==> src/rtl/squelch_pkg.sv <==
// Package: shared widths and the threshold mapping for the noise gate.
// Assumes full scale 32767 and 1.5 dB per threshold code step.
package squelch_pkg;

    localparam int SAMPLE_W     = 16;
    localparam int LEVEL_W      = SAMPLE_W - 1;
    localparam int CODE_W       = 5;
    localparam int DECAY_LOG2   = 5;
    localparam int DECAY_SHIFT  = 8;
    localparam int REL_MUL      = 45;
    localparam int REL_SHIFT    = 5;

    // Linear magnitude of the threshold for one code: round(32767*10^(dB/20)).
    function automatic logic [LEVEL_W-1:0] open_level(input logic [CODE_W-1:0] code);
        logic [LEVEL_W-1:0] m;
        case (code)
            5'd0:  m = 15'd5;    5'd1:  m = 15'd6;    5'd2:  m = 15'd7;    5'd3:  m = 15'd8;
            5'd4:  m = 15'd10;   5'd5:  m = 15'd12;   5'd6:  m = 15'd14;   5'd7:  m = 15'd16;
            5'd8:  m = 15'd20;   5'd9:  m = 15'd23;   5'd10: m = 15'd28;   5'd11: m = 15'd33;
            5'd12: m = 15'd39;   5'd13: m = 15'd46;   5'd14: m = 15'd55;   5'd15: m = 15'd65;
            5'd16: m = 15'd78;   5'd17: m = 15'd92;   5'd18: m = 15'd110;  5'd19: m = 15'd130;
            5'd20: m = 15'd155;  5'd21: m = 15'd184;  5'd22: m = 15'd219;  5'd23: m = 15'd260;
            5'd24: m = 15'd309;  5'd25: m = 15'd368;  5'd26: m = 15'd437;  5'd27: m = 15'd519;
            5'd28: m = 15'd617;  5'd29: m = 15'd734;  5'd30: m = 15'd872;  default: m = 15'd1036;
        endcase
        return m;
    endfunction

    // Release magnitude roughly 3 dB above a threshold: floor(thr*45/32).
    function automatic logic [LEVEL_W-1:0] release_level(input logic [LEVEL_W-1:0] thr);
        logic [LEVEL_W+6:0] prod;
        prod = {7'd0, thr} * (LEVEL_W+7)'(REL_MUL);
        return LEVEL_W'(prod >> REL_SHIFT);
    endfunction

endpackage

==> src/rtl/squelch_peak.sv <==
// Module: peak level tracker. Loads any larger sample magnitude and
// decays by level>>SHIFT (at least 1) once every 2**PERIOD_LOG2 valid
// samples. Assumes two's-complement samples; the most negative value
// saturates to the largest positive magnitude.
module squelch_peak #(
    parameter int SAMPLE_W    = 16,
    parameter int PERIOD_LOG2 = 5,
    parameter int SHIFT       = 8
) (
    input  logic                  clk,
    input  logic                  rst_n,
    input  logic                  valid_i,
    input  logic [SAMPLE_W-1:0]   sample_i,
    output logic [SAMPLE_W-2:0]   level_o
);
    localparam int LVL_W = SAMPLE_W - 1;
    localparam logic [PERIOD_LOG2-1:0] LAST = '1;

    logic [LVL_W-1:0]       level_q;
    logic [PERIOD_LOG2-1:0] count_q;
    logic [LVL_W-1:0]       mag;
    logic [LVL_W-1:0]       step;
    logic                   load;
    logic                   decay;

    // Purpose: absolute value of the sample, saturating the most negative code.
    always_comb begin
        logic [SAMPLE_W-1:0] neg;
        neg = -sample_i;
        if (!sample_i[SAMPLE_W-1])
            mag = sample_i[LVL_W-1:0];
        else if (neg[SAMPLE_W-1])
            mag = '1;
        else
            mag = neg[LVL_W-1:0];
    end

    // Purpose: decide between load, decay or hold and size the decay step.
    always_comb begin
        load  = valid_i && (mag > level_q);
        decay = valid_i && !load && (count_q == LAST) && (level_q != '0);
        step  = level_q >> SHIFT;
        if (step == '0)
            step = LVL_W'(1);
    end

    // Purpose: valid-sample counter that times the decay period.
    always_ff @(posedge clk) begin
        if (!rst_n)
            count_q <= '0;
        else if (valid_i)
            count_q <= count_q + 1'b1;
    end

    // Purpose: peak level register.
    always_ff @(posedge clk) begin
        if (!rst_n)
            level_q <= '0;
        else if (load)
            level_q <= mag;
        else if (decay)
            level_q <= level_q - step;
    end

    assign level_o = level_q;

    AST_LEVEL_LOAD: assert property (@(posedge clk) disable iff (!rst_n)
        (valid_i && mag > level_q) |=> (level_o == $past(mag)));
    AST_IDLE_STABLE: assert property (@(posedge clk) disable iff (!rst_n)
        !valid_i |=> $stable(level_o));
    AST_NO_RISE_ON_DECAY: assert property (@(posedge clk) disable iff (!rst_n)
        (valid_i && mag <= level_q) |=> (level_o <= $past(level_o)));

endmodule

==> src/rtl/squelch_hyst.sv <==
// Module: gate state with hysteresis. Closes when the level is below
// the coded threshold and opens when it exceeds the release magnitude.
// Assumes the level is already a non-negative magnitude.
module squelch_hyst
    import squelch_pkg::*;
#(
    parameter int LVL_W  = 15,
    parameter int CODE_W = 5
) (
    input  logic              clk,
    input  logic              rst_n,
    input  logic              enable_i,
    input  logic [CODE_W-1:0] code_i,
    input  logic [LVL_W-1:0]  level_i,
    output logic              gated_o
);
    logic [LVL_W-1:0] thr;
    logic [LVL_W-1:0] rel;
    logic             gated_q;

    // Purpose: map the code to its close and release magnitudes.
    always_comb begin
        thr = LVL_W'(open_level(5'(code_i)));
        rel = LVL_W'(release_level(15'(thr)));
    end

    // Purpose: gate state register with hysteresis.
    always_ff @(posedge clk) begin
        if (!rst_n)
            gated_q <= 1'b0;
        else if (!enable_i)
            gated_q <= 1'b0;
        else if (!gated_q && level_i < thr)
            gated_q <= 1'b1;
        else if (gated_q && level_i > rel)
            gated_q <= 1'b0;
    end

    assign gated_o = gated_q;

    AST_DISABLED_OPEN: assert property (@(posedge clk) disable iff (!rst_n)
        !enable_i |=> !gated_o);
    AST_CLOSE_BELOW: assert property (@(posedge clk) disable iff (!rst_n)
        (enable_i && level_i < thr) |=> gated_o);
    AST_OPEN_ABOVE: assert property (@(posedge clk) disable iff (!rst_n)
        (enable_i && level_i > rel) |=> !gated_o);
    AST_BAND_HOLD: assert property (@(posedge clk) disable iff (!rst_n)
        (enable_i && level_i >= thr && level_i <= rel) |=> $stable(gated_o));

endmodule

==> src/rtl/audio_squelch.sv <==
// Module: noise gate controller top. Tracks the input peak, keeps the
// gate state and applies it either as a freeze flag for an external
// gain loop or by zeroing the output samples.
// Assumes inputs are synchronous to clk; the output lags the input by one cycle.
module audio_squelch
    import squelch_pkg::*;
#(
    parameter int DATA_W   = SAMPLE_W,
    parameter int THR_W    = CODE_W
) (
    input  logic              clk,
    input  logic              rst_n,
    input  logic              gate_en_i,
    input  logic              gate_mode_i,
    input  logic [THR_W-1:0]  thresh_code_i,
    input  logic              in_valid_i,
    input  logic [DATA_W-1:0] in_sample_i,
    output logic              freeze_o,
    output logic              out_valid_o,
    output logic [DATA_W-1:0] out_sample_o
);
    localparam int LVL_W = DATA_W - 1;

    logic [LVL_W-1:0]  level;
    logic              gated;
    logic              out_valid_q;
    logic [DATA_W-1:0] out_sample_q;

    squelch_peak #(
        .SAMPLE_W    (DATA_W),
        .PERIOD_LOG2 (DECAY_LOG2),
        .SHIFT       (DECAY_SHIFT)
    ) u_peak (
        .clk      (clk),
        .rst_n    (rst_n),
        .valid_i  (in_valid_i),
        .sample_i (in_sample_i),
        .level_o  (level)
    );

    squelch_hyst #(
        .LVL_W  (LVL_W),
        .CODE_W (THR_W)
    ) u_hyst (
        .clk      (clk),
        .rst_n    (rst_n),
        .enable_i (gate_en_i),
        .code_i   (thresh_code_i),
        .level_i  (level),
        .gated_o  (gated)
    );

    // Purpose: output sample stage, zeroing samples in mute mode while gated.
    always_ff @(posedge clk) begin
        if (!rst_n) begin
            out_valid_q  <= 1'b0;
            out_sample_q <= '0;
        end else begin
            out_valid_q <= in_valid_i;
            if (in_valid_i)
                out_sample_q <= (gated && gate_mode_i) ? '0 : in_sample_i;
        end
    end

    assign freeze_o     = gated && !gate_mode_i;
    assign out_valid_o  = out_valid_q;
    assign out_sample_o = out_sample_q;

    AST_MUTE_ZERO: assert property (@(posedge clk) disable iff (!rst_n)
        (in_valid_i && gated && gate_mode_i) |=> (out_sample_o == '0));
    AST_PASS_THROUGH: assert property (@(posedge clk) disable iff (!rst_n)
        (in_valid_i && !(gated && gate_mode_i)) |=> (out_sample_o == $past(in_sample_i)));
    AST_VALID_HIGH: assert property (@(posedge clk) disable iff (!rst_n)
        in_valid_i |=> out_valid_o);
    AST_VALID_LOW: assert property (@(posedge clk) disable iff (!rst_n)
        !in_valid_i |=> !out_valid_o);

endmodule

==> config.mk <==
export PLATFORM = sky130hd
export DESIGN_NAME = audio_squelch
export DESIGN_NICKNAME = d
export VERILOG_FILES = /design/src/rtl/squelch_pkg.sv /design/src/rtl/squelch_peak.sv /design/src/rtl/squelch_hyst.sv /design/src/rtl/audio_squelch.sv
export SDC_FILE = /design/constraint.sdc
export NUM_CORES = 1
export LEC_CHECK = 0
export BUFFER_PORTS_ARGS = -buffer_cell sky130_fd_sc_hd__buf_2
export CORE_UTILIZATION = 39
export DETAILED_ROUTE_END_ITERATION = 16
export SETUP_SLACK_MARGIN = 0.15
export SLEW_MARGIN = 25
export SYNTH_ARGS = -nofsm -noshare
export SYNTH_HDL_FRONTEND = slang
export SYNTH_SLANG_ARGS = --single-unit
export TNS_END_PERCENT = 1
==> constraint.sdc <==
create_clock -name clk -period 9.6 [get_ports clk]
set_input_delay 1.44 -clock clk [delete_from_list [all_inputs] [get_ports clk]]
set_output_delay 1.44 -clock clk [all_outputs]
set_load 0.005 [all_outputs]
* Word level (Yosys, flattened, before mapping)
Memories as Yosys holds them, arrays and structs flattened. Index checks and enable logic that the tools add are counted.
Word-level totals: memories kept 1, register bits after elaboration 38, logic and storage cells 38, output and inout bits 18, input bits 26, memory bits (read-only) 352
Operators by class: eq/ne operators 1, $lt $le $gt $ge 3, reductions and logical operators 16, add/subtract/negate cells 3, muxes and demuxes 8, multipliers 1
Memories:
- (name not given) | words 32, bits a word 11, read ports 1, clocked after Yosys merged registers in 0, wr ports 0, RTL line squelch_pkg.sv:16 | case (code)
Operators by type and width (count):
- 15-bit 2-to-1 mux | 4
- 15-bit > comparator | 2
- 15-bit by 6-bit multiplier with 20-bit output, second input constant | 1
- 16-bit 2-to-1 mux | 1
- 16-bit negation | 1
- 15-bit logical NOT | 1
- 15-bit less-than comparator | 1
- 15-bit nonzero test | 1
- 15-bit by 7-bit subtractor with 15-bit output | 1
- 1-bit logical AND | 8
- 7-bit 2-to-1 mux | 1
- 5-bit by 1-bit adder with 5-bit output, second input constant | 1
- 5-bit == test, second input constant | 1
- 2-bit nonzero test | 2
- 1-bit logical NOT | 3
- 1-bit 2-to-1 mux | 2
- 2-bit AND reduction | 1

* Longest topological paths before layout
Gate-level depths: netlist of run 1.
depth in word-level cells 11, depth in mapped cells 26, mapped depth without buffers 26

* Cells and area by module
Synthesis of run 1 repeated with hierarchy kept, for this count alone.
Unflattened totals: cell total of the unflattened synthesis 661, area total of the unflattened synthesis 5248.8 µm²
Modules (own cells, without submodules):
- squelch_hyst | cells an instance 313, area an instance 2437.3 µm², times used 1, sequential area each 20.0 µm²
- squelch_peak | cells an instance 275, area an instance 2115.8 µm², times used 1, sequential area each 400.4 µm²
- audio_squelch | cells an instance 73, area an instance 695.7 µm², times used 1, sequential area each 340.3 µm²

* Least setup slack after synthesis of run 1
No wires, ideal clock.
path type input -> register, start point input port thresh_code_i[0], end point register u_hyst.gated_q (netlist: u_hyst.gated_o), slack 2.921 ns, library setup time 0.116 ns, path buffers 0, arrival time 6.563 ns, required time 9.484 ns, cell stages on the path 25, path through inv_1 -> ha_1 -> or2_2 -> mux4_2 -> nand2_1 -> o21ai_0 -> ha_1 -> inv_1 -> fa_1 -> fa_1 -> inv_1 -> ha_1 -> a2111o_1 -> o211ai_1 -> nor2b_1 -> o21a_1 -> o21ai_0 -> a211o_1 -> ha_1 -> and3_1 -> nand3_1 -> a311o_1 -> nand4b_1 -> o21ai_0 -> a41o_1
Between the ends: longest elaborated chain between the ends 5, elaborated cells between the ends (all ways) 8, those cells by class mul: 1; order compare: 2; mux: 1; reduce/logical: 3; memory: 1
RTL lines:
- start: declaration | RTL line audio_squelch.sv:15 | input logic [THR_W-1:0] thresh_code_i,
- memory read 32 x 11 bit *
- 15-bit by 6-bit multiplier with 20-bit output | RTL line squelch_pkg.sv:32 | prod = {7'd0, thr} * (LEVEL_W+7)'(REL_MUL);
- 15-bit > comparator | RTL line squelch_hyst.sv:35 | else if (gated_q && level_i > rel)
- 1-bit logical AND | RTL line squelch_hyst.sv:35
- 2-bit nonzero test (no source line)
- end signal: assignment | RTL line squelch_hyst.sv:32 | gated_q <= 1'b0;
- end signal: assignment | RTL line squelch_hyst.sv:34 | gated_q <= 1'b1;
- end signal: assignment | RTL line squelch_hyst.sv:36 | gated_q <= 1'b0;
- end: declaration | RTL line squelch_hyst.sv:19 | logic gated_q;
Mark *: on every way between the ends. The rest lies on a longest branch, timed or not. A chain may end at the register's enable or synchronous reset.

* Worst setup path after layout of run 1
Same ends and word-level chain as after synthesis.

==> results of run 1 <==
==> worst register-to-register path, delay by kind of cell, from the launching register on <==
| family | cells | cell delay, ns |
|---|---|---|
| adders and majority gates | 2 | 0.63 |
| AOI/OAI and AO/OA | 4 | 0.82 |
| DFF | 1 | 0.57 |
| xor gates and xnor gates | 1 | 0.12 |
| and+or+nand+nor | 5 | 0.94 |
==> Yosys cell counts, types with 4 or more instances <==
cell type	count	area share, %
a211oi_1	7	1.0
a21oi_1	59	5.8
and2_1	4	0.49
and3_1	7	0.87
and4_1	6	1.0
clkbuf_1	11	0.82
dfxtp_1	38	15
fa_1	15	5.9
ha_1	82	20
inv_1	79	5.9
nand2_1	48	3.6
nand3_1	15	1.5
nand4_1	4	0.49
nor2_1	53	3.9
nor2b_1	32	4.0
nor3_1	8	0.79
nor4_1	4	0.49
o211ai_1	6	0.89
o21a_1	12	1.8
o21ai_0	31	3.1
o31a_1	4	0.69
o31ai_1	5	0.74
or2_2	4	0.49
or3_1	7	0.87
xnor2_1	12	2.1
xor2_1	17	2.9
==> flip-flops by register name (all words and copies together) (netlist names) <==
name / cells
u_hyst.gated_o: 1
out_sample_o: 16
u_peak.level_o: 15
u_peak.count_q: 5
out_valid_o: 1
==> layout by cell type, fill, tap and decap left out, types with 15 or more instances in the layout <==
cell     synthesis  final
dfxtp_1         38     38
fa_1            15     15
nor2_1          53     53
buf_2            1     43
o21ai_0         31     31
nor2b_1         32     32
a21oi_1         59     59
nand3_1         15     15
xor2_1          17     17
ha_1            82     82
inv_1           79     79
nand2_1         48     48
==> cell families (layout without fill, tap and decap cells) <==
logic type      Yosys count  in the layout
fa+ha+maj                98             98
xor+xnor                 29             29
simple gates            211            211
compound gates          164            164
buf+inv                  99            132
flops                    38             38
mux                       6              6
==> area by class of cell <==
type,count,area (um2)
Multi-Input combinational cell,508,3910
Clock inverter,2,13.8
Timing Repair Buffer,44,223
Inverter,80,300
Fill cell,1318,7070
Tap cell,172,215
Sequential cell,38,761
Clock buffer,6,129
==> path summary, 6_finish.rpt <==
path                     start                 end  slack [ns]  depth (start not counted)
max reg2reg  u_peak.level_o[8]  u_peak.level_o[14]        6.43                         12
min          u_peak.count_q[4]   u_peak.count_q[4]        0.50                          2
min reg2reg  u_peak.count_q[4]   u_peak.count_q[4]        0.50                          2
max           thresh_code_i[0]      u_hyst.gated_o        2.45                         26
==> per-layer routing <==
layer,track usage (%),up-vias
met5,0,-
met4,6.24,0
met3,1.78,21
met2,37.8,85
met1,25.2,2246
li1,-,2338
==> through the flow <==
step                power (mW)  hold WS [ns]  setup slack [ns]  area (um2)  instances
floorplan                0.639         0.467              2.92        5060        645
global placement         0.771         0.481              2.40        5400        842
detailed placement       0.792         0.493              2.22        5410        842
CTS                      0.962         0.507              2.50        5550        850
global route              1.05         0.530              2.05        5550        850
finish                   0.961         0.500              2.45        5550        850
==> power by group <==
part           switching, mW  internal (mW)  leakage, nW
sequential            0.0226          0.172        0.313
clock                 0.0690         0.0964       0.0708
combinational          0.343          0.257         2.19
==> results.py, run 1 <==
metrics = {
    "status": {
        "outcome": "complete, no violations",
    },
    "drt": {
        "wl_mm": 13.0,
        "wl_met3_um": 346,
        "firstDrtPassIters": 5,
        "top_layer": "met4",
        "drc": 0,
        "wl_met1_mm": 5.97,
        "postRouteAntennaNets": 0,
        "vias_per_cell": 5.52,
        "route.met2.wl_mm": 6.43,
        "first_iter_violations": 200,
        "post_drt_wl_per_cell_um": 15.3,
        "vias": 4690,
    },
    "floorplanning": {
        "boundaryPins": 44,
        "die_h_um": 116,
        "initial_core_util_pct": 40.1,
        "rows": 41,
        "dieArea_um2": 13400,
        "core_um2": 12600,
        "die_width_um": 116,
    },
    "clock_tree": {
        "cts_num_sinks": 38,
        "cts-htree-levels": 2,
        "hold_buffers": 0,
        "cts_resized": 0,
        "postCtsSetupRepairBufs": 0,
        "cts_buffers": 5,
        "clkTransAtPathRegs_ns": 0.06,
        "clock_latency_ns": 0.29,
        "root_buffer": "clkbuf_16",
        "cts_tree": "done",
        "ctsLongestPathBuffers": 2,
    },
    "power": {
        "irDropWorstVdd_v": 0.0000902,
        "powerDensity_nw_per_um2": 173,
        "leakage_nw": 2.57,
    },
    "placement": {
        "hpwl_mm": 10.3,
        "portBuffers": 43,
        "gp_congestion": 0.850,
    },
    "worst_setup_path": {
        "cp-end-kind": "register",
        "critPathMaxStageDelay_ns": 0.52,
        "crit_arrival_ns": 7.32,
        "path_class": "input port to register",
        "crit_slowest_cell": "fa_1",
        "critPathRequiredTime_ns": 9.78,
        "start_kind": "input port",
        "critPathMostFrequentCell": "ha_1",
        "worst-path-buf-inv": 4,
        "crit_path_max_fanout": 12,
        "crit_family": "compound AO/OA/AOI/OAI gates",
    },
    "logic_synthesis": {
        "synth_top_family_by_area": "adder cells",
        "synth_xor_area_share_pct": 5.02,
        "ys_types": 76,
        "synth-compound-area-share_pct": 21.7,
        "syn_inst": 645,
        "synthSimpleGateAreaFrac_pct": 22.0,
        "synthArstFlopShare_pct": 0,
        "synthFlopType": "dfxtp_1",
        "synth-edff-count": 0,
        "synthAdderAreaFrac_pct": 26.4,
        "synthesis.area_um2": 5060,
        "synth.yosys.warnings": 0,
        "synth-seq-cells": 38,
        "synth.area.mux_share_pct": 1.93,
        "ys_seq_area_share_pct": 15.0,
        "syn-num-nets": 768,
        "syn_area_per_cell_um2": 7.85,
    },
    "sta": {
        "drv_slew": 0,
        "slew_headroom_pct": 50.7,
        "max_slew.worst_pin.slew_ns": 0.735,
        "fmax_ghz": 0.140,
        "fin_setup_tns_ns": 0,
        "rsz0062_at_grt": "false",
        "setup_violations": 0,
        "finalCritPeriodShare_pct": 74.5,
        "finalCriticalPeriod_ns": 7.15,
        "finalHoldViolCount": 0,
        "skew_ns": 0.00603,
    },
    "cells_and_area": {
        "layout-drive-gt1-share_pct": 11.1,
        "diodes": 0,
        "fin_nets": 800,
        "syn2layout_area_growth_pct": 9.59,
        "final_util_pct": 44.0,
    },
    "global_route": {
        "grt.total_usage_pct": 20.5,
        "grt_max_degree": 36,
        "grt_pass1_vias": 4739,
        "grt-ovfl-total": 0,
        "antenna_found_initial": 0,
        "grt_pass1_wl_mm": 22.1,
    },
    "min_path": {
        "hp-class": "register to register",
    },
    "flow_run": {
        "maxCapViolations": 0,
    },
}
(Power assumes the default switching activity.)
==> run 2, diff against run 1 <==
- clock period: 9.6 -> 6.7 ns (I/O delays scaled with it)
==> results.py, run 2 (synthesis results as in run 1) <==
metrics = {
    "status": {
        "outcome": "complete, no violations",
    },
    "floorplanning": {
        "rows": 41,
        "initial_core_util_pct": 40.1,
        "die_width_um": 116,
        "dieArea_um2": 13400,
        "die_h_um": 116,
        "boundaryPins": 44,
        "core_um2": 12600,
    },
    "worst_setup_path": {
        "worst-path-stages": 28,
        "worst-path-buf-inv": 5,
        "start_kind": "input port",
        "path_class": "input port to register",
        "cp-end-kind": "register",
        "critPathRequiredTime_ns": 6.88,
        "crit_family": "compound AO/OA/AOI/OAI gates",
        "crit_slowest_cell": "fa_1",
        "critPathMaxStageDelay_ns": 0.49,
        "crit_path_max_fanout": 10,
        "r2r_cells": 12,
        "crit_arrival_ns": 6.42,
        "critPathMostFrequentCell": "ha_1",
    },
    "power": {
        "leakage_nw": 2.61,
        "power_frac_clock_pct": 19.6,
        "irDropWorstVdd_v": 0.000156,
        "powerDensity_nw_per_um2": 253,
        "p_sw_mw": 0.616,
        "p_int_mw": 0.807,
        "swShare_pct": 43.3,
        "p_seq_share_pct": 19.6,
        "finalPower_mw": 1.42,
        "p_comb_share_pct": 60.8,
    },
    "placement": {
        "gp_congestion": 0.853,
        "hpwl_mm": 10.4,
        "pre_cts_ws_ns": 0.0482,
        "portBuffers": 43,
    },
    "clock_tree": {
        "hold_buffers": 0,
        "root_buffer": "clkbuf_16",
        "cts_tree": "done",
        "clock_latency_ns": 0.28,
        "cts_buffers": 5,
        "cts_num_sinks": 38,
        "clkTransAtPathRegs_ns": 0.06,
        "cts-htree-levels": 2,
        "ctsLongestPathBuffers": 2,
    },
    "sta": {
        "fin_setup_tns_ns": 0,
        "slew_headroom_pct": 41.3,
        "setup_violations": 0,
        "finalCritPeriodShare_pct": 93.1,
        "finalHoldViolCount": 0,
        "worst_slack_ns": 0.464,
        "max_slew.worst_pin.slew_ns": 0.880,
        "fmax_ghz": 0.160,
        "drv_slew": 0,
        "finalCriticalPeriod_ns": 6.24,
        "skew_ns": 0.00403,
        "rsz0062_at_grt": "false",
    },
    "drt": {
        "wl_mm": 12.9,
        "vias_per_cell": 5.46,
        "drc": 0,
        "vias": 4668,
        "post_drt_wl_per_cell_um": 15.1,
        "firstDrtPassIters": 5,
        "first_iter_violations": 240,
        "postRouteAntennaNets": 0,
    },
    "global_route": {
        "grt.total_usage_pct": 20.6,
        "grt_pass1_wl_mm": 21.8,
        "grt_pass1_vias": 4604,
        "antenna_found_initial": 0,
        "grt_max_degree": 36,
        "grt-ovfl-total": 0,
    },
    "cells_and_area": {
        "syn2layout_area_growth_pct": 11.2,
        "final_cell_mix": "ha_1 (81), inv_1 (79), a21oi_1 (59), nor2_1 (53), nand2_1 (48)",
        "fin_nets": 806,
        "layout-drive-gt1-share_pct": 12.2,
        "largest_reg_flops": 16,
        "final_common_cell": "ha_1",
        "diodes": 0,
    },
    "min_path": {
        "hold_path_depth": 2,
        "hp-class": "register to register",
    },
    "flow_run": {
        "maxCapViolations": 0,
    },
}
==> run 2: worst register-to-register path, delay by kind of cell, from the launching register on <==
family	cells	cell delay [ns]
DFF	1	0.59
AOI/OAI and AO/OA	4	0.81
and+or+nand+nor	5	0.92
adders and majority gates	2	0.61
xor gates and xnor gates	1	0.11
==> run 2: repair_timing <==
| item | in CTS | in global routing |
|---|---|---|
| buffers inserted | 0 | 0 |
| gates resized for setup | 0 | 4 |
| endpoints found under the hold margin | 0 | 0 |
| setup endpoints to repair | 0 | 1 |
==> run 2: final timing paths <==
kind | start | end | slack (ns)
max | thresh_code_i[1] | u_hyst.gated_o | 0.46
min | u_peak.count_q[3] | u_peak.count_q[3] | 0.50
max reg2reg | u_peak.level_o[9] | u_peak.level_o[14] | 3.58
min reg2reg | u_peak.count_q[3] | u_peak.count_q[3] | 0.50
==> run 2: layout make-up <==
cell class / instances / area, um2
clock buffer: 6 / 139
clock inverter: 1 / 30.0
fill: 1277 / 6990
inverter: 80 / 300
multi-input combinational: 508 / 3910
sequential: 38 / 761
tap: 172 / 215
timing repair buffer: 50 / 270
==> run 2: through the flow <==
| step | instance area (um2) | hold WS [ns] | util (%) | instances |
|---|---|---|---|---|
| detailed placement | 5450 | 0.501 | 43.2 | 848 |
| global route | 5630 | 0.528 | 44.6 | 855 |
| finish | 5630 | 0.504 | 44.6 | 855 |
| global placement | 5450 | 0.481 | 43.2 | 848 |
| CTS | 5620 | 0.512 | 44.5 | 855 |
| floorplan | 5060 | 0.467 | - | 645 |
==> run 2: per-layer routing <==
layer	share of wire, %	GRT usage [%]
met1	46	25.5
met3	2.9	1.94
met2	51	38.2
met4	0.84	4.53
met5	0	0
==> run 2: power by group through the flow <==
stage | registers, mW | clock network [mW] | logic [mW]
2_1_floorplan | 0.270 | 0 | 0.645
3_3_place_gp | 0.283 | 0 | 0.835
3_5_place_dp | 0.283 | 0 | 0.857
4_1_cts | 0.279 | 0.285 | 0.866
5_1_grt | 0.282 | 0.295 | 0.989
6_report | 0.279 | 0.279 | 0.866
